`config.mk`:
```
export PLATFORM = sky130hd
export DESIGN_NAME = bsup_seq
export DESIGN_NICKNAME = d
export VERILOG_FILES = /design/src/rtl/bsup_pkg.sv /design/src/rtl/bsup_oc_integ.sv /design/src/rtl/bsup_ov_run.sv /design/src/rtl/bsup_ramp.sv /design/src/rtl/bsup_seq.sv
export SDC_FILE = /design/constraint.sdc
export NUM_CORES = 1
export LEC_CHECK = 0
export CORE_ASPECT_RATIO = 0.7
export CORE_UTILIZATION = 50
export DETAILED_ROUTE_END_ITERATION = 8
export PLACE_DENSITY = 0.71
export SETUP_SLACK_MARGIN = 0.15
export SYNTH_ARGS = -nofsm -noshare
export SYNTH_HDL_FRONTEND = slang
export SYNTH_SLANG_ARGS = --single-unit
```
`constraint.sdc`:
```
create_clock -name clk -period 2.5 [get_ports clk]
set_input_delay 0.5 -clock clk [delete_from_list [all_inputs] [get_ports clk]]
set_output_delay 0.5 -clock clk [all_outputs]
set_load 0.05 [all_outputs]
```
`src/rtl/bsup_pkg.sv`:
```
package bsup_pkg;
    typedef enum logic [1:0] {
        ST_OFF  = 2'd0,
        ST_SOFT = 2'd1,
        ST_RUN  = 2'd2,
        ST_HIC  = 2'd3
    } bsup_state_e;
endpackage

```
`src/rtl/bsup_oc_integ.sv`:
```
module bsup_oc_integ #(
    parameter int W = 4
) (
    input  logic clk,
    input  logic rst_n,
    input  logic clr_i,
    input  logic step_i,
    input  logic up_i,
    output logic fire_o
);
    localparam logic [W-1:0] TOP = '1;

    typedef struct packed {
        logic [W-1:0] cnt;
    } integ_t;

    integ_t st_d, st_q;

    always_comb begin
        st_d = st_q;
        if (clr_i) begin
            st_d.cnt = '0;
        end else if (step_i) begin
            if (up_i && st_q.cnt != TOP)
                st_d.cnt = st_q.cnt + 1'b1;
            else if (!up_i && st_q.cnt != '0)
                st_d.cnt = st_q.cnt - 1'b1;
        end
    end

    assign fire_o = !clr_i && step_i && (st_d.cnt == TOP);

    always_ff @(posedge clk or negedge rst_n) begin
        if (!rst_n) st_q <= '0;
        else        st_q <= st_d;
    end

    // a down-step at zero leaves the integrator at zero
    assert_oc_floor_R5: assert property (@(posedge clk) disable iff (!rst_n)
        (!clr_i && step_i && !up_i && st_q.cnt == '0) |=> st_q.cnt == '0);

    // an up-step below the top adds exactly one
    assert_oc_rise_R5: assert property (@(posedge clk) disable iff (!rst_n)
        (!clr_i && step_i && up_i && st_q.cnt != TOP) |=> st_q.cnt == $past(st_q.cnt) + 1'b1);
endmodule

```
`src/rtl/bsup_ov_run.sv`:
```
module bsup_ov_run #(
    parameter int LIMIT = 32
) (
    input  logic clk,
    input  logic rst_n,
    input  logic clr_i,
    input  logic step_i,
    input  logic hit_i,
    output logic trip_o
);
    localparam int RUN_W = $clog2(LIMIT + 1);

    typedef struct packed {
        logic [RUN_W-1:0] run;
    } run_t;

    run_t st_d, st_q;

    always_comb begin
        st_d = st_q;
        if (clr_i) begin
            st_d.run = '0;
        end else if (step_i) begin
            if (!hit_i)
                st_d.run = '0;
            else if (st_q.run != RUN_W'(LIMIT))
                st_d.run = st_q.run + 1'b1;
        end
    end

    assign trip_o = !clr_i && step_i && hit_i && (st_q.run == RUN_W'(LIMIT - 1));

    always_ff @(posedge clk or negedge rst_n) begin
        if (!rst_n) st_q <= '0;
        else        st_q <= st_d;
    end

    // a clean period breaks the run
    assert_ov_break_R6: assert property (@(posedge clk) disable iff (!rst_n)
        (!clr_i && step_i && !hit_i) |=> st_q.run == '0);

    // no strobe, no change
    assert_ov_hold_R4: assert property (@(posedge clk) disable iff (!rst_n)
        (!clr_i && !step_i) |=> $stable(st_q.run));
endmodule

```
`src/rtl/bsup_ramp.sv`:
```
module bsup_ramp #(
    parameter int W      = 12,
    parameter int CODE_W = 6
) (
    input  logic              clk,
    input  logic              rst_n,
    input  logic              clr_i,
    input  logic              step_i,
    output logic [CODE_W-1:0] code_o,
    output logic              last_o
);
    typedef struct packed {
        logic [W-1:0] cnt;
    } ramp_t;

    ramp_t st_d, st_q;

    always_comb begin
        st_d = st_q;
        if (clr_i)       st_d.cnt = '0;
        else if (step_i) st_d.cnt = st_q.cnt + 1'b1;
    end

    assign code_o = st_q.cnt[W-1 -: CODE_W];
    assign last_o = !clr_i && step_i && (&st_q.cnt);

    always_ff @(posedge clk or negedge rst_n) begin
        if (!rst_n) st_q <= '0;
        else        st_q <= st_d;
    end

    // the ramp only moves on a strobe
    assert_ramp_hold_R4: assert property (@(posedge clk) disable iff (!rst_n)
        (!clr_i && !step_i) |=> $stable(code_o));
endmodule

```
`src/rtl/bsup_seq.sv`:
```
module bsup_seq
    import bsup_pkg::*;
#(
    parameter int OC_W    = 4,
    parameter int OV_RUN  = 32,
    parameter int HIC_CYC = 16,
    parameter int SS_W    = 12,
    parameter int CODE_W  = 6
) (
    input  logic              clk,
    input  logic              rst_n,
    input  logic              en_i,
    input  logic              uvlo_i,
    input  logic              cyc_stb_i,
    input  logic              oc_i,
    input  logic              ov_i,
    input  logic              pgwin_i,
    output logic              pwm_en_o,
    output logic [CODE_W-1:0] ss_code_o,
    output logic              ss_done_o,
    output logic              pgood_o
);
    localparam int HIC_W = (HIC_CYC > 1) ? $clog2(HIC_CYC) : 1;
    localparam logic [HIC_W-1:0] HIC_LAST = HIC_W'(HIC_CYC - 1);

    typedef struct packed {
        bsup_state_e      st;
        logic [HIC_W-1:0] hic;
    } seq_t;

    seq_t st_d, st_q;

    logic              allow;
    logic              active;
    logic              oc_fire;
    logic              ov_trip;
    logic              ramp_last;
    logic [CODE_W-1:0] ramp_code;

    assign allow  = en_i && !uvlo_i;
    assign active = (st_q.st == ST_SOFT) || (st_q.st == ST_RUN);

    bsup_oc_integ #(.W(OC_W)) i_oc (
        .clk    (clk),
        .rst_n  (rst_n),
        .clr_i  (!active || !allow),
        .step_i (cyc_stb_i),
        .up_i   (oc_i),
        .fire_o (oc_fire)
    );

    bsup_ov_run #(.LIMIT(OV_RUN)) i_ov (
        .clk    (clk),
        .rst_n  (rst_n),
        .clr_i  (!active || !allow),
        .step_i (cyc_stb_i),
        .hit_i  (ov_i),
        .trip_o (ov_trip)
    );

    bsup_ramp #(.W(SS_W), .CODE_W(CODE_W)) i_ramp (
        .clk    (clk),
        .rst_n  (rst_n),
        .clr_i  ((st_q.st != ST_SOFT) || !allow),
        .step_i (cyc_stb_i),
        .code_o (ramp_code),
        .last_o (ramp_last)
    );

    always_comb begin
        st_d = st_q;
        if (!allow) begin
            st_d.st  = ST_OFF;
            st_d.hic = '0;
        end else if (cyc_stb_i) begin
            unique case (st_q.st)
                ST_OFF: begin
                    st_d.st = ST_SOFT;
                end
                ST_SOFT: begin
                    if (oc_fire || ov_trip) begin
                        st_d.st  = ST_HIC;
                        st_d.hic = '0;
                    end else if (ramp_last) begin
                        st_d.st = ST_RUN;
                    end
                end
                ST_RUN: begin
                    if (oc_fire || ov_trip) begin
                        st_d.st  = ST_HIC;
                        st_d.hic = '0;
                    end
                end
                ST_HIC: begin
                    if (st_q.hic == HIC_LAST) st_d.st  = ST_SOFT;
                    else                      st_d.hic = st_q.hic + 1'b1;
                end
                default: st_d.st = ST_OFF;
            endcase
        end
    end

    always_ff @(posedge clk or negedge rst_n) begin
        if (!rst_n) st_q <= '{st: ST_OFF, hic: '0};
        else        st_q <= st_d;
    end

    assign pwm_en_o  = active;
    assign ss_done_o = (st_q.st == ST_RUN);
    assign ss_code_o = (st_q.st == ST_RUN)  ? '1 :
                       (st_q.st == ST_SOFT) ? ramp_code : '0;
    assign pgood_o   = active && pgwin_i;

    // a lost enable or undervoltage silences the stage one edge later
    assert_drop_off_R8: assert property (@(posedge clk) disable iff (!rst_n)
        (!en_i || uvlo_i) |=> (!pwm_en_o && !ss_done_o && ss_code_o == '0));

    // finished start-up always carries the full reference
    assert_done_full_R3: assert property (@(posedge clk) disable iff (!rst_n)
        ss_done_o |-> (&ss_code_o));

    // power good never shows without switching
    assert_pg_gate_R9: assert property (@(posedge clk) disable iff (!rst_n)
        pgood_o |-> pwm_en_o);

    // hiccup stays put between strobes
    assert_hic_hold_R7: assert property (@(posedge clk) disable iff (!rst_n)
        (st_q.st == ST_HIC && allow && !cyc_stb_i) |=> (st_q.st == ST_HIC && !pwm_en_o));
endmodule

```
==> results.md, run 1 <==
- Setup repair after global routing could not meet its margin everywhere.
- The number of nets in the final layout is about 260.
- The worst setup path is launched from a flop.
- The number of nets with antenna violations after detailed routing is 0.
- The biggest cell delay along the critical path is 0.41 ns.
- From left edge to right edge, the die measures 75.4 um.
- The worst path uses just over 90% of the clock period.
- The leading register cell type out of synthesis is sky130_fd_sc_hd__dfrtp_1.
- The first-pass GRT wire length is 6.67 mm.
- At the worst endpoint, the required time is between 2 and 3 ns.
- Excluding fillers, the count of instances in the completed layout stands at 288.
- The number of CTS-inserted buffers is 3.
- The synthesis-to-finish area growth is 21.0%.
- Ranked by instance count, the synthesized netlist is headed by sky130_fd_sc_hd__dfrtp_1, sky130_fd_sc_hd__nand2_1, sky130_fd_sc_hd__nor2_1.
- During I/O placement, the number of pins put on the boundary was 17.
- Global routing consumed, over all layers together, 22.3% of the routing resources.
- In this run, the number of DRC markers left after iteration 0 of detailed routing was 95.
- The pre-antenna-repair detailed-routing pass consisted of 4 iterations.
- The proportion of synthesized chip area in sequential cells is 37.1%.
- The library cell with the largest summed area after synthesis is sky130_fd_sc_hd__dfrtp_1.
- The via density per instance is 5.81.
- CTS built an H-tree with a depth of 1.
- The analysis attributes to cell leakage a power of 1.01 nW.
- The worst-path maximum fanout is 5.
- The share of the synthesized area in the top cell type is 37.1%.
- Synthesis handed over a netlist of 208 instances.
- The library cell used as clock root buffer is sky130_fd_sc_hd__clkbuf_8.
- The most common cell in the synthesized netlist is sky130_fd_sc_hd__dfrtp_1.
- The post-route DRC violation count is 0.
- The placeable core region is between 3000 and 4000 um2.
- The average wire per cell in the routed design is around 15 um.
- The number of nets in the synthesized netlist is 225.
- The transition time at the pin with the least slew margin is 0.430 ns.
- The number of different library cells used by synthesis comes to 54.
- The die covers 4030 um2.
- Routability-driven placement finished with a final weighted congestion of 0.935.
- The Yosys step of the flow raised 0 warnings.
- The clock arrives with between 0.003 and 0.004 ns of skew.
- The residual overflow from global routing is 0.
- The floorplan step set the die height to approximately 53 um.
- Dividing total power by cell area gives a power density of 454 nW/um2.
- The later pin in the worst-skew pair is clocked with a latency of 0.28 ns.
- The average instance in the mapped netlist occupies 9.07 um2.
- The number of max-slew violations in the final report is 0.
- The total count of hold-check failures in the final report came to 0.
- The critical setup path kind is flop to flop.
- The signal on the critical path passes through inv_1 > ha_2 > or4b_4 > nand3_4 > a2111oi_4 > o211ai_4 > buf_4 > o32a_1 > mux2i_1.
- The estimated wirelength of the detail-placed design is 3.07 mm.
- The routed layout has ~1,700 vias.
- The longest clock path from root to sink contains 2 buffers.
- The number of input and output port buffers inserted is 16.
- The CTS tree is done.
- The clock input transition at the sequential cells of the worst setup and hold paths is ~0.10 ns.
- Headroom to the max-slew limit came out at between 70% and 80%.
- Counting flops with an async set or reset pin after synthesis yields a share of between 90% and 100%.
- The number of synthesized flops with an enable pin is 0.
- The number of global-route vias before repair was between 1,500 and 2,000.
- The flip-flop and latch count after synthesis is 28.
- The clock drives 28 sinks.
- STA classifies the critical path endpoint as a flop.
- The initial antenna violation count came to 0.
- The number of diodes added for antenna fixing is 0.
- The number of buffers and inverters on the critical path is 2.
- For this run, the top clock speed supported by timing is 436 MHz.
- Among cell families on the critical path, the largest total delay comes from compound AO/OA/AOI/OAI gates.
- The maximum number of pins on one net before global-route repair is 29.
- The worst hold slack after final layout is 0.556 ns.
- The number of failing setup endpoints in the final timing report is 0.
- The number of cells in the design after placement is 281.
- The total wire length after detailed routing is 4.33 mm.
- The share of cells above drive strength 1 is about a fifth.
- Across the VDD grid, the largest voltage drop is 260 uV.
- The floorplan row count is 18.
- The flow ran to the end, and the final reports show no timing, DRC or antenna violations.
- The starting density of the core is 53.0%.
- After layout, the design draws a total of roughly 1.0 mW.
- The worst path in the final design needs a cycle of between 2 and 2.5 ns, including I/O delays and setup.
- The cell with the largest stage delay on the worst path is sky130_fd_sc_hd__dfrtp_1.
- The min-delay analysis places its worst path in the category flop to flop.
- The max capacitance violation total is 0.
- Summing every instance area after synthesis gives 1890 um2.
- The signal arrival time at the worst endpoint is 2.50 ns.
- Sorting the synthesized cells by area gives the leading types as sky130_fd_sc_hd__dfrtp_1, sky130_fd_sc_hd__ha_1, sky130_fd_sc_hd__nand2_1, sky130_fd_sc_hd__nor2_1, sky130_fd_sc_hd__xor2_1.
==> placed cells by master (no fill, tap or decap), drive strengths merged, types with 8 or more instances in the layout <==
| cell | Yosys | layout |
|---|---|---|
| ha | 9 | 9 |
| nand2 | 24 | 24 |
| dfrtp | 28 | 28 |
| nand3 | 11 | 11 |
| buf | 3 | 27 |
| nor2 | 23 | 23 |
| o21ai | 10 | 10 |
| inv | 9 | 8 |
| nand4 | 9 | 9 |
==> per-stage QoR <==
step,setup slack [ns],area (um2),util (%),setup TNS [ns]
finish,0.206,2280,64.1,0
floorplan,0.161,1890,-,0
global placement,-0.111,2170,60.9,-0.294
global route,0.121,2280,64.1,0
CTS,0.154,2260,63.4,0
detailed placement,-0.195,2170,60.9,-0.829
==> area by class of cell <==
type	count	area, um2
fill	288	1280
multi-input combinational	163	1120
sequential	28	701
timing repair buffer	34	290
tap	50	62.6
clock buffer	3	41.3
inverter	9	37.5
clock inverter	1	30.0
==> worst paths after layout <==
check | startpoint | end | slack (ns) | depth (start not counted)
setup / recovery | i_oc.st_q[1] | st_q[4] | 0.21 | 9
hold / removal | i_ov.st_q[3] | i_ov.st_q[3] | 0.56 | 1
setup reg to reg | i_oc.st_q[1] | st_q[4] | 0.21 | 9
hold reg to reg | i_ov.st_q[3] | i_ov.st_q[3] | 0.56 | 1
max in group asynchronous | rst_n | i_ov.st_q[0] | 1.63 | 2
min in group asynchronous | rst_n | i_ramp.st_q[9] | 0.59 | 2
==> power by group <==
part	switching (mW)	internal, mW	leakage, nW
registers	0.00512	0.457	0.390
logic	0.132	0.0820	0.583
clock network	0.146	0.215	0.0357
total	0.283	0.754	1.01
==> state kept, by name, summed over array words and instances, names as in the netlist <==
name	count
st_q	6
i_oc.st_q	4
i_ov.st_q	6
i_ramp.st_q	12
==> cells by family (layout without fill, tap and decap cells) <==
family | Yosys count | in the layout | synth area share [%]
AOI/OAI and AO/OA | 47 | 47 | 19.3
xor gates and xnor gates | 11 | 11 | 5.11
DFF | 28 | 28 | 37.1
muxes | 7 | 7 | 3.85
and+or+nand+nor | 89 | 89 | 24.3
adders and majority gates | 9 | 9 | 5.97
buffers and inverters | 17 | 47 | 4.38
==> layer usage <==
metal	part of all wire (%)	GRT usage (%)
met5	0	0
met2	47	39.1
met3	4.4	5.14
met1	47	27.8
met4	1.0	4.94
==> what timing repair did <==
item | 4_1_cts | 5_1_grt
setup buffers | 1 | 2
hold buffers | 0 | 0
pin swaps | 1 | 3
gates resized for setup | 2 | 5
setup endpoints to repair | 2 | 6
No activity file was read; power rests on OpenSTA's default activity.
==> run 2: changes to the inputs <==
- PLACE_DENSITY: 0.71 -> 0.81
- SLEW_MARGIN: default -> 10
- SYNTH_HIERARCHICAL: default -> 1
==> run 2 against run 1 <==
The flow now finishes with violations (negative setup slack). Routed wire length grew 6.6%. Cell count rose by 1.0%. Via count rose by 1.8%. First-iteration DRC count is 21% lower. Final area rose by 9.6%. Sequential share of layout area is 2.7 points lower. Area after synthesis grew 2.9%.
==> results.md, run 2 <==
- The commonest cells after synthesis are sky130_fd_sc_hd__dfrtp_1, sky130_fd_sc_hd__nand2_1, sky130_fd_sc_hd__a21oi_1.
- The number of global-route vias before repair is 1,499 (-1.8%).
- The die span in y was 54.1 um (+1.4%).
- The combinational share of power is 15.9% (-4.8 points).
- The async set-or-reset flop fraction in the synthesized netlist is 100% (unchanged).
- The signal arrival time at the worst endpoint is 2.82 ns (+0.32 ns).
- The fraction of the cycle the final worst path needs is 105% (+13 points).
- The net switching power of the design was 0.210 mW (-26%).
- The minimum setup slack after placement is -0.459 ns (-0.264 ns).
- The top register by number of flip-flops is i_ramp/st_q.
- The number of synthesized flops with an enable pin is 0 (unchanged).
- The residual overflow from global routing was 0 (unchanged).
- The via density per instance is 5.85 (+0.74%).
- The biggest cell delay along the critical path is 0.49 ns (+0.08 ns).
- The length of the first detailed-routing pass in iterations is 4 (unchanged).
- The area of the die is 4140 um2 (+2.8%).
- The clock insertion delay at the later pin of the skew report is 0.27 ns (about the same).
- The most numerous cell type found on the critical path is sky130_fd_sc_hd__a21oi_2.
- The H-tree level count came to 1 (unchanged).
- The maximum number of pins on one net before global-route repair is 29 (unchanged).
- The placer congestion estimate was 0.823 (-12%).
- The peak ir drop on the vdd network is 264 uV (+1.4%).
- The number of input and output port buffers inserted was 16 (unchanged).
- The library cell with the largest summed area after synthesis is sky130_fd_sc_hd__dfrtp_1.
- The worst path setup slack after routing is -0.116 ns (-0.323 ns).
- The share of power burned in the clock network is 29.2% (-5.6 points).
- The standby leakage power is 1.03 nW (+2.2%).
- The CTS tree is done.
- STA classifies the critical path startpoint as a flop.
- The share of cells above drive strength 1 came to 33.2% (+13 points).
- Clock tree synthesis selected as its root buffer the cell sky130_fd_sc_hd__clkbuf_8.
- The final reports fail on negative setup slack.
- The ratio of total power to cell area is 332 nW/um2 (-27%).
- The floorplan row count is 18 (unchanged).
- Setup repair after global routing could not meet its margin everywhere.
- The proportion of synthesized chip area in sequential cells was 36.1% (-1.1 points).
- In the final layout, the registers with the most flip-flops are i_ramp/st_q (12), i_ov/st_q (6), st_q (6).
- The flow ran to the end, but the final reports show violations.
- The highest clock rate came to 382 MHz (-12%).
- The starting density of the core is 53.6% (+0.53 points).
- Walking the worst path, the cells encountered are inv_2 > ha_4 > a21oi_2 > a311o_1 > a211oi_2 > nand2_1 > nor4b_4 > o31ai_4 > or4_4 > a21oi_2.
- In the layout the commonest cells are sky130_fd_sc_hd__buf_4, sky130_fd_sc_hd__dfrtp_1, sky130_fd_sc_hd__nand2_1.
- The count of buffer and inverter cells on the critical path was 1 (-1).
- The total wire length after detailed routing is 4.62 mm (+6.6%).
- The number of instances in the synthesized netlist is 207 (-0.48%).
- The flip-flop and latch count after synthesis is 28 (unchanged).
- The max capacitance violation total came to 0 (unchanged).
- The most common library cell in the layout ignoring fill and taps is sky130_fd_sc_hd__buf_4.
- The worst setup path is captured at a flop.
- The share of the synthesized area in the top cell type is 36.1% (-1.1 points).
- The total chip power is 0.831 mW (-20%).
- sky130_fd_sc_hd__dfrtp_1 is the most common cell in the netlist.
- The internal power contribution is 0.622 mW (-18%).
- The final worst clock skew is 0.00803 ns (+0.00434 ns).
- The x dimension of the die is 76.5 um (+1.4%).
- The total count of hold-check failures in the final report is 0 (unchanged).
- The cell area after layout came to 2500 um2 (+9.6%).
- The most used flip-flop cell after synthesis is sky130_fd_sc_hd__dfrtp_1.
- The kind of cell with the highest combined delay along the critical path is simple AND/OR/NAND/NOR gates.
- The post-route DRC violation count is 0 (unchanged).
- The number of nets in the final layout came to 260 (+1.6%).
- The number of buffers on the longest clock path is 2 (unchanged).
- The clock input transition at the sequential cells of the worst setup and hold paths is 0.09 ns (about the same).
- The placeable core region is 3630 um2 (+1.9%).
- The total routing usage reported by global routing is 23.2% (+0.90 points).
- The estimated wirelength of the detail-placed design came to 3.20 mm (+4.4%).
- The average wire per cell in the routed design was 15.9 um (+5.5%).
- The post-synthesis cell area was 1940 um2 (+2.9%).
- The cell with the largest stage delay on the worst path is sky130_fd_sc_hd__or4_4.
- The transition time at the pin with the least slew margin is 0.618 ns (+0.188 ns).
- The post-synth net total was 224 (-0.44%).
- The starting DRC count in detailed routing is 75 (-21%).
- The placed instance area is 2360 um2 (+9.0%).
- The accumulated negative setup slack was -0.271 ns (-0.271 ns).
- Sorting the synthesized cells by area gives the leading types as sky130_fd_sc_hd__dfrtp_1, sky130_fd_sc_hd__ha_1, sky130_fd_sc_hd__a21oi_1, sky130_fd_sc_hd__buf_4, sky130_fd_sc_hd__nand2_1.
- The endpoint required time on the critical path is 2.71 ns (about the same).
- The number of CTS-inserted buffers came to 3 (unchanged).
- The number of diodes added for antenna fixing was 0 (unchanged).
- The sequential fraction of design power was 54.9% (+10 points).
- The time the worst path needs with I/O delays and setup is 2.62 ns (+0.323 ns).
- The switching part of the total power is 25.2% (-2.1 points).
- The area growth from synthesis to layout is 28.9%.
- The via count is 1,703 (+1.8%).
- The number of buffers inserted by hold repair at cts was 0 (unchanged).
- The initial antenna violation count is 0 (unchanged).
- The average cell area after synthesis is 9.38 um2 (+3.4%).
- The worst hold slack after final layout is 0.576 ns (+0.0204 ns).
- The number of nets with antenna violations after detailed routing is 0 (unchanged).
- The first-pass GRT wire length is 7.26 mm (+8.8%).
- The relative slew slack was 58.8% (-12 points).
- The path category of the worst min-delay check is flop to flop.
- The number of failing setup endpoints in the final timing report is 4 (+4).
- The worst-path maximum fanout is 4 (-1).
- The number of max-slew violations in the final report is 0 (unchanged).
- The yosys synthesis warning count is 6 (+6).
- The number of flip-flops in the largest register is 12 (unchanged).
- The clock sink count is 28 (unchanged).
- The number of unique standard cell types used by synthesis was 51 (-5.6%).
- The I/O pin count is 17 (unchanged).
- By startpoint and endpoint, the worst setup path is classified as flop to flop.
-- run 2: area by class of cell --
type | instances | area (um2)
Fill cell | 268 | 1120
Tap cell | 50 | 62.6
Timing Repair Buffer | 46 | 453
Clock buffer | 3 | 41.3
Multi-Input combinational cell | 152 | 1200
Inverter | 12 | 48.8
Sequential cell | 28 | 701
-- run 2: final timing paths --
path | from | end | slack (ns) | depth (start not counted)
worst max-delay path | i_oc/st_q[1] | st_q[0] | -0.12 | 10
worst min-delay path | st_q[1] | st_q[1] | 0.58 | 2
worst max register to register | i_oc/st_q[1] | st_q[0] | -0.12 | 10
worst min register to register | st_q[1] | st_q[1] | 0.58 | 2
max in group asynchronous | rst_n | i_ov/st_q[4] | 1.63 | 2
min in group asynchronous | rst_n | i_ramp/st_q[9] | 0.59 | 2
-- run 2: routing by layer --
metal / vias to the layer above / track usage [%] / part of all wire (%)
li1: 816 / - / -
met1: 849 / 32.4 / 47
met2: 36 / 38.1 / 48
met3: 2 / 3.90 / 3.6
met4: 0 / 5.45 / 0.58
met5: - / 0 / 0
-- run 2: cells by family (layout without fill, tap and decap cells) --
family / count (synthesis) / in the layout / synth area share [%]
simple gates: 78 / 78 / 25.2
compound gates: 54 / 54 / 19.3
flops: 28 / 28 / 36.1
buf+inv: 27 / 61 / 8.25
fa+ha+maj: 9 / 9 / 5.80
xor+xnor: 6 / 6 / 2.71
mux: 5 / 5 / 2.64
-- run 2: power groups by stage --
stage / logic (mW) / registers [mW] / clock network, mW
floorplan: 0.0695 / 0.464 / 0
global placement: 0.123 / 0.465 / 0
detailed placement: 0.125 / 0.465 / 0
CTS: 0.131 / 0.456 / 0.251
global route: 0.142 / 0.456 / 0.273
finish: 0.133 / 0.456 / 0.243
-- run 2: metrics by stage --
stage | util, % | instances
4_1_cts | 68.3 | 289
3_5_place_dp | 65.1 | 282
5_1_grt | 69.0 | 291
6_report | 69.0 | 291
2_1_floorplan | - | 207
3_3_place_gp | 65.1 | 282
-- run 2: worst reg2reg max path: cells and delay by family, from the launching register on --
kind	cells	cell delay, ns
and+or+nand+nor	3	0.97
AOI/OAI and AO/OA	5	0.92
DFF	1	0.43
adders and majority gates	1	0.15
buffers and inverters	1	0.08
-- run 2: timing repair --
item / CTS / global route
setup buffers: 4 / 2
pin swaps: 9 / 11
endpoints found under the setup margin: 6 / 6
resized for setup: 10 / 3
==> run 3: changes to the inputs <==
- PLACE_DENSITY: 0.81 -> default
- PLACE_DENSITY_LB_ADDON: default -> 0.15
==> run 3 against run 2 <==
Die area did not move. The flow still finishes with violations (negative setup slack). Sequential power barely moved. Largest power group unchanged. Critical path type unchanged. Highest routed layer unchanged. Via count fell by 3.9%. Clock-buffer cell count rose by 1. Clock power rose by 14%. Cell count fell by 0.34%. Sequential cell count did not move.
==> results.md, run 3 (synthesized netlist as in run 2, its figures left out) <==
- The library cells used most frequently in the layout, excluding fill and tap cells, are sky130_fd_sc_hd__buf_4, sky130_fd_sc_hd__dfrtp_1, sky130_fd_sc_hd__nand2_1, sky130_fd_sc_hd__a21oi_1.
- The final worst clock skew is 0.00332 ns (-0.00470 ns).
- The clock sink count was 28 (unchanged).
- Setup repair after global routing could not meet its margin everywhere.
- The worst setup path startpoint is i_oc/st_q[0].
- The post-route DRC violation count is 0 (unchanged).
- The endpoint required time on the critical path is 2.65 ns (-0.06 ns).
- The number of nets with antenna violations after detailed routing is 0 (unchanged).
- The placeable core region is 3630 um2 (unchanged).
- The maximum number of pins on one net before global-route repair was 29 (unchanged).
- The switching part of the total power is 24.2% (-1.0 points).
- The time the worst path needs with I/O delays and setup is 2.54 ns (-0.0763 ns).
- The number of failing setup endpoints in the final timing report was 1 (-3).
- The total count of hold-check failures in the final report is 0 (unchanged).
- The depth of the worst register-to-register path was 11 (+1).
- The I/O pin count came to 17 (unchanged).
- The area used by sequential logic in the layout is 701 um2 (unchanged).
- The minimum setup slack after placement is -0.447 ns (+0.0114 ns).
- The number of buffers on the longest clock path came to 2 (unchanged).
- The residual overflow from global routing was 0 (unchanged).
- The end of the worst register-to-register path is st_q[4].
- In the final layout, the registers with the most flip-flops are i_ramp/st_q (12), i_ov/st_q (6), st_q (6).
- The floorplan row count came to 18 (unchanged).
- The standby leakage power was 1.02 nW (-1.2%).
- The number of input and output port buffers inserted came to 16 (unchanged).
- The number of CTS-inserted buffers is 3 (unchanged).
- The checks that failed: negative setup slack.
- The relative slew slack is 60.0% (+1.2 points).
- The net switching power of the design is 0.208 mW (-0.89%).
- The clock input transition at the sequential cells of the worst setup and hold paths is 0.09 ns (about the same).
- The highest clock rate was 394 MHz (+3.0%).
- The starting DRC count in detailed routing came to 67 (-11%).
- The number of global-route vias before repair came to 1,547 (+3.2%).
- The accumulated negative setup slack was -0.0401 ns (+0.231 ns).
- The x dimension of the die came to 76.5 um (unchanged).
- The number of fillers in the final layout is 299 (+12%).
- The peak ir drop on the vdd network is 286 uV (+8.4%).
- The number of flip-flops in the largest register was 12 (unchanged).
- The most used routing layer is met2.
- The fraction of the cycle the final worst path needs is 102% (-3.1 points).
- The number of diodes added for antenna fixing is 0 (unchanged).
- The H-tree level count is 1 (unchanged).
- The startpoint class of the critical path is a flop.
- The estimated wirelength of the detail-placed design is 3.00 mm (-6.5%).
- The share of power burned in the clock network was 32.2% (+3.0 points).
- The met3 routing resource usage after global routing is 5.25% (+1.4 points).
- The internal power contribution came to 0.650 mW (+4.6%).
- The number of cells on the worst hold path is 2 (unchanged).
- The starting density of the core was 53.6% (unchanged).
- The total routing usage reported by global routing came to 22.3% (-0.91 points).
- The startpoint identified for the worst register-to-register timing path is i_oc/st_q[0].
- The startpoint of the tightest hold check path is st_q[1].
- The library cell used as clock root buffer is sky130_fd_sc_hd__clkbuf_8.
- The transition time at the pin with the least slew margin is 0.600 ns (-0.0175 ns).
- The library cell used most frequently in the layout, excluding fill and tap cells, is sky130_fd_sc_hd__buf_4.
- The placed instance area came to 2290 um2 (-3.2%).
- The run finished, with violations left.
- The total wire length after detailed routing is 4.15 mm (-10%).
- TritonCTS built the clock tree.
- The share of cells above drive strength 1 was 32.5% (-0.70 points).
- The sequential fraction of design power is 53.1% (-1.8 points).
- The length of the first detailed-routing pass in iterations came to 4 (unchanged).
- The die span in y is 54.1 um (unchanged).
- The area of the die is 4140 um2 (unchanged).
- The routing usage on met1 was 30.2% (-2.2 points).
- The initial antenna violation count is 0 (unchanged).
- The global routing usage on met2 was 36.8% (-1.4 points).
- The number of nets in the final layout is 258 (-0.77%).
- The ratio of total power to cell area was 355 nW/um2 (+7.0%).
- The via count came to 1,636 (-3.9%).
- The placer congestion estimate is 0.886 (+7.6%).
- The combinational share of power is 14.7% (-1.2 points).
- The signal arrival time at the worst endpoint is 2.69 ns (-0.13 ns).
- The number of max-slew violations in the final report came to 0 (unchanged).
- The max capacitance violation total is 0 (unchanged).
- The critical path endpoint category is a flop.
- The worst path setup slack after routing is -0.0401 ns (+0.0763 ns).
- The clock insertion delay at the later pin of the skew report came to 0.27 ns (about the same).
- The end point of the most critical hold path is st_q[1].
- i_ramp/st_q holds more flip-flops than any other register.
- The path category of the worst min-delay check is flop to flop.
- The critical setup path kind is flop to flop.
- The worst-path maximum fanout is 3 (-1).
- The first-pass GRT wire length came to 7.16 mm (-1.3%).
- The register-to-register setup slack is -0.04 ns (+0.08 ns).
- The footprint of the multi-input gates was 1180 um2 (-1.5%).
- The average wire per cell in the routed design is 14.3 um (-9.9%).
- The via density per instance came to 5.64 (-3.6%).
- The synthesis-to-finish area growth is 24.4%.
- The cell area after layout was 2410 um2 (-3.5%).
[run 3: cell types whose count changed in the layout (fill, tap and decap cells not counted), sizes merged]
cell and delta:
dlymetal6s2s +1, clkbuf +1, clkdlybuf4s50 -1, buf -2
[run 3: how the worst max path moves through the flow]
| stage | cells past startpoint | endpoint | slack, ns |
|---|---|---|---|
| floorplan | 9 | st_q[0] | -0.01 |
| global placement | 9 | st_q[0] | -0.36 |
| detailed placement | 10 | st_q[4] | -0.45 |
| CTS | 11 | st_q[2] | -0.06 |
| global route | 11 | st_q[4] | -0.16 |
| finish | 11 | st_q[4] | -0.04 |
[run 3: worst max-delay path, cell delays in order (launching register included)]
cell	delay, ns
sky130_fd_sc_hd__dfrtp_1	0.40
sky130_fd_sc_hd__inv_2	0.08
sky130_fd_sc_hd__ha_4	0.12
sky130_fd_sc_hd__or4b_4	0.47
sky130_fd_sc_hd__nand3_4	0.09
sky130_fd_sc_hd__o21bai_4	0.13
sky130_fd_sc_hd__xor2_2	0.22
sky130_fd_sc_hd__nor4b_4	0.08
sky130_fd_sc_hd__buf_4	0.16
sky130_fd_sc_hd__or3_4	0.33
sky130_fd_sc_hd__a211oi_2	0.25
sky130_fd_sc_hd__a221oi_1	0.10
[run 3: final cells by class]
cell class / instances / share of cell area, %
multi-input combinational: 152 / 48.8
sequential: 28 / 29.0
timing repair buffer: 44 / 15.3
tap: 50 / 2.59
clock buffer: 4 / 2.28
inverter: 12 / 2.02
[run 3: power groups by stage]
stage / sequential [mW] / combinational, mW / clock, mW
after floorplan: 0.464 / 0.0695 / 0
after global placement: 0.465 / 0.118 / 0
after detailed placement: 0.465 / 0.120 / 0
after CTS: 0.456 / 0.123 / 0.289
after global routing: 0.456 / 0.137 / 0.309
final: 0.456 / 0.126 / 0.276
[run 3: routing by layer]
layer	vias up	part of all wire [%]
li1	811	-
met1	778	49
met2	43	46
met3	4	4.5
met4	0	0.51
met5	-	0
[run 3: through the flow]
step / instances / hold slack, ns / power, mW / util (%)
after floorplan: 207 / 0.204 / 0.534 / -
after global placement: 282 / 0.552 / 0.582 / 63.1
after detailed placement: 282 / 0.564 / 0.585 / 63.1
after CTS: 288 / 0.578 / 0.867 / 65.4
after global routing: 290 / 0.595 / 0.902 / 66.6
final: 290 / 0.578 / 0.858 / 66.6
[run 3: timing repair]
| action | 4_1_cts | 5_1_grt |
|---|---|---|
| gates cloned | 0 | 0 |
| resized for setup | 5 | 9 |
| setup endpoints to repair | 6 | 6 |
| buffers inserted | 2 | 2 |
| pin swaps | 10 | 13 |
| hold buffers | 0 | 0 |
